### config.mk
export PLATFORM = sky130hd
export DESIGN_NAME = tuner_i2c_slave
export DESIGN_NICKNAME = d
export VERILOG_FILES = /design/src/rtl/tuner_i2c_pkg.sv /design/src/rtl/i2c_line_sync.sv /design/src/rtl/i2c_byte_rx.sv /design/src/rtl/tuner_ctl_regs.sv /design/src/rtl/tuner_i2c_slave.sv
export SDC_FILE = /design/constraint.sdc
export NUM_CORES = 1
export LEC_CHECK = 0
export BUFFER_PORTS_ARGS = -buffer_cell sky130_fd_sc_hd__buf_4
export CAP_MARGIN = 20
export CORE_UTILIZATION = 56
export CTS_CLUSTER_SIZE = 8
export DETAILED_ROUTE_END_ITERATION = 10
export PLACE_DENSITY = 0.78
export SKIP_LAST_GASP = 1
export SLEW_MARGIN = 5
export SYNTH_ARGS = -nofsm -noshare
export SYNTH_HDL_FRONTEND = slang
export SYNTH_SLANG_ARGS = --single-unit
### constraint.sdc
create_clock -name clk -period 1.73 [get_ports clk]
set_input_delay 0.0865 -clock clk [delete_from_list [all_inputs] [get_ports clk]]
set_output_delay 0.0865 -clock clk [all_outputs]
set_load 0.1 [all_outputs]
### src/rtl/tuner_i2c_pkg.sv
package tuner_i2c_pkg;
  localparam int DIV_W      = 15;
  localparam int BYTE_W     = 8;
  localparam int STRAP_W    = 2;
  localparam int ADDR_W     = 7;
  localparam int FIXED_W    = ADDR_W - STRAP_W;
  localparam logic [FIXED_W-1:0] ADDR_FIXED = 5'b11000;

  localparam int SEL_BIT     = 7;
  localparam int PUMP_BIT    = 6;
  localparam int CY_BIT      = 5;
  localparam int HIZ_BIT     = 4;
  localparam int TOFF_BIT    = 0;
  localparam int GP_BIT      = 7;
  localparam int BAND_B_BIT  = 1;
  localparam int BAND_A_BIT  = 0;

  typedef enum logic [2:0] {
    RX_IDLE,
    RX_BITS,
    RX_HOLD,
    RX_ACK,
    RX_IGNORE
  } rx_state_t;

  typedef struct packed {
    logic pump_hi;
    logic test_cy;
    logic test_hiz;
    logic tune_off;
    logic gp_out;
    logic band_b;
    logic band_a;
  } ctl_t;
endpackage

### src/rtl/i2c_line_sync.sv
module i2c_line_sync #(
  parameter int SYNC_STAGES = 2
) (
  input  logic clk,
  input  logic rst_n,
  input  logic scl_i,
  input  logic sda_i,
  output logic scl_q,
  output logic sda_q,
  output logic scl_rise,
  output logic scl_fall,
  output logic start_evt,
  output logic stop_evt
);
  logic [SYNC_STAGES-1:0] scl_sh;
  logic [SYNC_STAGES-1:0] sda_sh;
  logic scl_p, sda_p;

  genvar g;
  generate
    for (g = 0; g < SYNC_STAGES; g++) begin : g_stage
      if (g == 0) begin : g_first
        always_ff @(posedge clk or negedge rst_n) begin
          if (!rst_n) begin
            scl_sh[0] <= 1'b1;
            sda_sh[0] <= 1'b1;
          end else begin
            scl_sh[0] <= scl_i;
            sda_sh[0] <= sda_i;
          end
        end
      end else begin : g_next
        always_ff @(posedge clk or negedge rst_n) begin
          if (!rst_n) begin
            scl_sh[g] <= 1'b1;
            sda_sh[g] <= 1'b1;
          end else begin
            scl_sh[g] <= scl_sh[g-1];
            sda_sh[g] <= sda_sh[g-1];
          end
        end
      end
    end
  endgenerate

  assign scl_q = scl_sh[SYNC_STAGES-1];
  assign sda_q = sda_sh[SYNC_STAGES-1];

  always_ff @(posedge clk or negedge rst_n) begin
    if (!rst_n) begin
      scl_p <= 1'b1;
      sda_p <= 1'b1;
    end else begin
      scl_p <= scl_q;
      sda_p <= sda_q;
    end
  end

  // SCL must be high in both samples, so a simultaneous change is no event
  assign scl_rise  = scl_q & ~scl_p;
  assign scl_fall  = ~scl_q & scl_p;
  assign start_evt = scl_q & scl_p & sda_p & ~sda_q;
  assign stop_evt  = scl_q & scl_p & ~sda_p & sda_q;
endmodule

### src/rtl/i2c_byte_rx.sv
module i2c_byte_rx
  import tuner_i2c_pkg::*;
(
  input  logic               clk,
  input  logic               rst_n,
  input  logic               sda_q,
  input  logic               scl_rise,
  input  logic               scl_fall,
  input  logic               start_evt,
  input  logic               stop_evt,
  input  logic [STRAP_W-1:0] addr_strap,
  output logic               sda_oe,
  output logic               byte_stb,
  output logic [BYTE_W-1:0]  byte_data
);
  localparam int CNT_W = $clog2(BYTE_W);

  rx_state_t          state;
  logic [CNT_W-1:0]   bit_cnt;
  logic [BYTE_W-1:0]  shreg;
  logic               is_addr;
  logic               ack_hi;
  logic [BYTE_W-1:0]  next_byte;
  logic               addr_ok;

  assign next_byte = {shreg[BYTE_W-2:0], sda_q};
  assign addr_ok   = (next_byte[BYTE_W-1:1] == {ADDR_FIXED, addr_strap}) &&
                     (next_byte[0] == 1'b0);
  assign byte_data = shreg;

  always_ff @(posedge clk or negedge rst_n) begin
    if (!rst_n) begin
      state    <= RX_IDLE;
      bit_cnt  <= '0;
      shreg    <= '0;
      is_addr  <= 1'b0;
      ack_hi   <= 1'b0;
      sda_oe   <= 1'b0;
      byte_stb <= 1'b0;
    end else begin
      byte_stb <= 1'b0;
      if (stop_evt) begin
        state  <= RX_IDLE;
        sda_oe <= 1'b0;
      end else if (start_evt) begin
        state   <= RX_BITS;
        is_addr <= 1'b1;
        bit_cnt <= '0;
        sda_oe  <= 1'b0;
      end else begin
        unique case (state)
          RX_BITS: if (scl_rise) begin
            shreg <= next_byte;
            if (bit_cnt == CNT_W'(BYTE_W-1)) begin
              bit_cnt <= '0;
              if (!is_addr || addr_ok) state <= RX_HOLD;
              else                     state <= RX_IGNORE;
            end else begin
              bit_cnt <= bit_cnt + 1'b1;
            end
          end
          RX_HOLD: if (scl_fall) begin
            sda_oe <= 1'b1;
            ack_hi <= 1'b0;
            state  <= RX_ACK;
          end
          RX_ACK: begin
            if (scl_rise) begin
              ack_hi <= 1'b1;
              if (!is_addr) byte_stb <= 1'b1;
            end
            if (scl_fall && ack_hi) begin
              sda_oe  <= 1'b0;
              ack_hi  <= 1'b0;
              is_addr <= 1'b0;
              state   <= RX_BITS;
            end
          end
          RX_IDLE, RX_IGNORE: ;
          default: state <= RX_IDLE;
        endcase
      end
    end
  end
endmodule

### src/rtl/tuner_ctl_regs.sv
module tuner_ctl_regs
  import tuner_i2c_pkg::*;
(
  input  logic              clk,
  input  logic              rst_n,
  input  logic              bus_evt,
  input  logic              byte_stb,
  input  logic [BYTE_W-1:0] byte_data,
  output logic [DIV_W-1:0]  div_ratio,
  output ctl_t              ctl,
  output logic              load_stb
);
  localparam int HI_W = DIV_W - BYTE_W;

  logic              have_first;
  logic [BYTE_W-1:0] first_q;

  always_ff @(posedge clk or negedge rst_n) begin
    if (!rst_n) begin
      have_first <= 1'b0;
      first_q    <= '0;
      div_ratio  <= '0;
      ctl        <= '0;
      load_stb   <= 1'b0;
    end else begin
      load_stb <= 1'b0;
      if (bus_evt) begin
        have_first <= 1'b0;
      end else if (byte_stb) begin
        if (!have_first) begin
          first_q    <= byte_data;
          have_first <= 1'b1;
        end else begin
          have_first <= 1'b0;
          load_stb   <= 1'b1;
          if (first_q[SEL_BIT]) begin
            ctl.pump_hi  <= first_q[PUMP_BIT];
            ctl.test_cy  <= first_q[CY_BIT];
            ctl.test_hiz <= first_q[HIZ_BIT];
            ctl.tune_off <= first_q[TOFF_BIT];
            ctl.gp_out   <= byte_data[GP_BIT];
            ctl.band_b   <= byte_data[BAND_B_BIT];
            ctl.band_a   <= byte_data[BAND_A_BIT];
          end else begin
            div_ratio <= {first_q[HI_W-1:0], byte_data};
          end
        end
      end
    end
  end
endmodule

### src/rtl/tuner_i2c_slave.sv
module tuner_i2c_slave
  import tuner_i2c_pkg::*;
#(
  parameter int SYNC_STAGES = 2
) (
  input  logic               clk,
  input  logic               rst_n,
  input  logic               scl_i,
  input  logic               sda_i,
  input  logic [STRAP_W-1:0] addr_strap,
  output logic               sda_oe,
  output logic [DIV_W-1:0]   div_ratio,
  output logic               test_hiz,
  output logic               test_cy,
  output logic               pump_hi,
  output logic               tune_off,
  output logic               band_a,
  output logic               band_b,
  output logic               gp_out,
  output logic               load_stb
);
  logic scl_q, sda_q, scl_rise, scl_fall, start_evt, stop_evt;
  logic byte_stb;
  logic [BYTE_W-1:0] byte_data;
  ctl_t ctl;

  i2c_line_sync #(.SYNC_STAGES(SYNC_STAGES)) u_sync (
    .clk(clk), .rst_n(rst_n), .scl_i(scl_i), .sda_i(sda_i),
    .scl_q(scl_q), .sda_q(sda_q), .scl_rise(scl_rise), .scl_fall(scl_fall),
    .start_evt(start_evt), .stop_evt(stop_evt)
  );

  i2c_byte_rx u_rx (
    .clk(clk), .rst_n(rst_n), .sda_q(sda_q), .scl_rise(scl_rise),
    .scl_fall(scl_fall), .start_evt(start_evt), .stop_evt(stop_evt),
    .addr_strap(addr_strap), .sda_oe(sda_oe), .byte_stb(byte_stb),
    .byte_data(byte_data)
  );

  tuner_ctl_regs u_regs (
    .clk(clk), .rst_n(rst_n), .bus_evt(start_evt | stop_evt),
    .byte_stb(byte_stb), .byte_data(byte_data), .div_ratio(div_ratio),
    .ctl(ctl), .load_stb(load_stb)
  );

  assign test_hiz = ctl.test_hiz;
  assign test_cy  = ctl.test_cy;
  assign pump_hi  = ctl.pump_hi;
  assign tune_off = ctl.tune_off;
  assign band_a   = ctl.band_a;
  assign band_b   = ctl.band_b;
  assign gp_out   = ctl.gp_out;
endmodule

==> results.json <==
{
  "synthMuxAreaShare_pct": 21.0,
  "die_h_um": 67.0,
  "yosysMostFrequentCell": "dfrtp_1",
  "drtAntennaViolNets": 0,
  "ys_top_cells_by_count": "dfrtp_1 (50), mux2_2 (28), mux2_4 (10), nor2_1 (9), nand2_1 (8)",
  "drive_gt1_share_pct": 47.1,
  "fp-row-count": 23,
  "synth_edf_count": 0,
  "synth-xor-area-share_pct": 1.85,
  "slew_headroom_pct": 54.9,
  "finalCriticalPeriod_ns": 1.67,
  "worst_slack_ns": 0.0566,
  "totalWireLength_mm": 4.27,
  "worst_slew_pin_slew_ns": 0.677,
  "reg2regPathDepth": 4,
  "grt_start_max_net_pins": 57,
  "core-area_um2": 4030,
  "area_delta_synth_final_pct": 18.1,
  "cts_resized": 0,
  "final_nets": 211,
  "io_pins": 30,
  "min_to": "u_rx.state[2]",
  "slowest_delay_ns": 0.64,
  "finalCritPeriodShare_pct": 96.7,
  "synthTopCellsByArea": "dfrtp_1 (53%), mux2_2 (13%), dfstp_2 (6.7%)",
  "post-dp-hpwl_mm": 2.91,
  "max_freq_mhz": 598,
  "status": "finished, final reports clean",
  "r2r-end": "u_rx.byte_data[4]",
  "synthFlopType": "dfrtp_1",
  "yosys.area_share.simple_pct": 9.26,
  "path_class": "reg -> reg",
  "place_area_um2": 2660,
  "antenna_cells": 0,
  "critPathRequiredTime_ns": 1.93,
  "r2r_start": "u_sync.scl_q",
  "drt-initial-drc-count": 54,
  "hp-class": "in -> reg",
  "via_per_inst": 5.64,
  "vias": 1433,
  "fin_tns_setup_ns": 0,
  "grt-ovfl-total": 0,
  "synth_top_area_share_pct": 52.9,
  "finalSetupViolCount": 0,
  "min_from": "addr_strap[0]",
  "post-place-ws_ns": 0.0818,
  "antenna_found_initial": 0,
  "syn_area_um2": 2360,
  "initial_core_util_pct": 58.7,
  "synth.distinct_cells": 39,
  "nFillCells": 281,
  "power_density_nw_per_um2": 784,
  "path_max_fanout": 11,
  "power.leakage_uw": 0.00140,
  "dieArea_um2": 4480,
  "root_buffer": "clkbuf_8",
  "end_kind": "register",
  "drv_cap": 0,
  "design_area_um2": 2790,
  "rsz0062_at_grt": "yes",
  "postCtsSetupRepairBufs": 0,
  "r2r_setup_slack_ns": 0.06,
  "hold_ws_ns": 0.331,
  "routabilityCongestion": 0.856,
  "seq_area_frac_synth_pct": 59.6,
  "cts_tree": "yes",
  "syn_area_per_cell_um2": 14.7,
  "holdPathStages": 4,
  "m1WireLength_mm": 1.99,
  "drv_slew": 0,
  "route.detailed.drc": 0,
  "insertion_delay_ns": 0.30,
  "async_flop_share_pct": 100,
  "clk_pin_slew_ns": 0.10,
  "synth_compound_area_share_pct": 5.29,
  "yosys.area_share.adder_pct": 1.06,
  "synth_cells": 161,
  "wl_met3_um": 163,
  "die_w_um": 67.0,
  "synth_warnings": 0,
  "top_layer": "met4",
  "crit_chain": "nand2b_1 > nor4_2 > buf_4 > mux2_2",
  "arrival_ns": 1.87,
  "wl_met2_mm": 2.08,
  "synth.net_count": 169,
  "hold_violations": 0,
  "startpoint_type": "register",
  "place.port_buffers": 29,
  "skew_ns": 0.0135,
  "synth_seq_cells": 56,
  "cts_buffers": 5,
  "ir_worst_vdd_uv": 774,
  "clockBufferDepth": 2,
  "grtUsageTotal_pct": 21.1,
  "cpMaxStageDelayCell": "dfstp_2",
  "synth_top_family_by_area": "multiplexers",
  "clock_sinks": 56,
  "synth_top_cell_by_area": "dfrtp_1",
  "first_pass_iters": 4,
  "h-tree-depth": 2,
  "grt_pass1_vias": 1459,
  "grt_pass1_wl_mm": 6.91,
  "drt-wirelength-per-cell_um": 16.8
}
## worst max-delay path, delay by kind of cell, from the launching register on
family	cells	cell delay [ns]
flops	1	0.64
buf+inv	1	0.26
simple gates	2	0.32
mux	1	0.36
## cell usage in the layout, fill, tap and decap left out, types with 2 or more instances in the layout
cell type / n
dfrtp_1: 50
buf_4: 32
mux2_2: 28
mux2_4: 10
nor2_1: 9
nand2_1: 8
clkbuf_8: 6
dfstp_2: 6
inv_1: 5
xnor2_1: 4
nand2b_1: 3
o21ai_0: 3
mux2i_1: 3
dlygate4sd3_1: 3
nor3_1: 2
nand4bb_1: 2
nor2b_1: 2
ha_1: 2
clkinv_2: 2
## sequential cells by signal, summed over array words and instances (netlist names), 3 cells and up
| register | flops |
|---|---|
| u_regs.ctl | 7 |
| u_regs.div_ratio | 15 |
| u_regs.first_q | 8 |
| u_rx.bit_cnt | 3 |
| u_rx.byte_data | 8 |
| u_rx.state | 3 |
## worst max path at each step
| stage | startpoint | endpoint | slack, ns | cells after the start |
|---|---|---|---|---|
| 4_1_cts | u_sync.scl_q | u_rx.byte_data[2] | 0.06 | 4 |
| 5_1_grt | u_sync.sda_q | u_regs.div_ratio[7] | -0.01 | 3 |
| 6_report | u_sync.scl_q | u_rx.byte_data[4] | 0.06 | 4 |
| 3_3_place_gp | u_sync.scl_q | u_regs.ctl[1] | 0.12 | 4 |
| 2_1_floorplan | u_sync.sda_q | u_regs.div_ratio[10] | 0.14 | 4 |
| 3_5_place_dp | u_sync.scl_q | u_rx.byte_data[1] | 0.08 | 4 |
## cells by family after synthesis
kind of cell	after synthesis
DFF	56
muxes	41
buffers and inverters	7
and+or+nand+nor	36
adders and majority gates	2
AOI/OAI and AO/OA	14
xor gates and xnor gates	5
## repair_timing
item	in CTS	in global routing
hold endpoints to repair	52	0
hold buffers	3	0
setup endpoints to repair	0	5
## routing by layer
metal | track usage (%) | vias to the layer above
met5 | 0 | -
met3 | 3.42 | 5
li1 | - | 665
met2 | 32.6 | 36
met1 | 29.8 | 727
met4 | 8.24 | 0
## final cells by class
class | count | area [um2] | area share, %
clock buffers | 6 | 82.6 | 2.96
clock inverters | 2 | 10.0 | 0.359
inverters | 5 | 18.8 | 0.672
multi-input cells | 99 | 918 | 32.9
flip-flops and latches | 56 | 1410 | 50.5
well taps | 50 | 62.6 | 2.24
repair buffers | 36 | 290 | 10.4
## power by group
group / internal, uW / total, uW / switching [uW]
sequential: 1340 / 1370 / 33.3
combinational: 43.3 / 99.8 / 56.5
clock: 320 / 718 / 397
total: 1700 / 2190 / 487
## metrics by stage
stage	utilization [%]	cells	power [uW]
4_1_cts	69.0	253	2200
3_5_place_dp	66.0	242	1490
3_3_place_gp	66.0	242	1480
2_1_floorplan	-	161	1440
5_1_grt	69.3	254	2280
6_report	69.3	254	2190
Power figures use the tool's default switching activity.
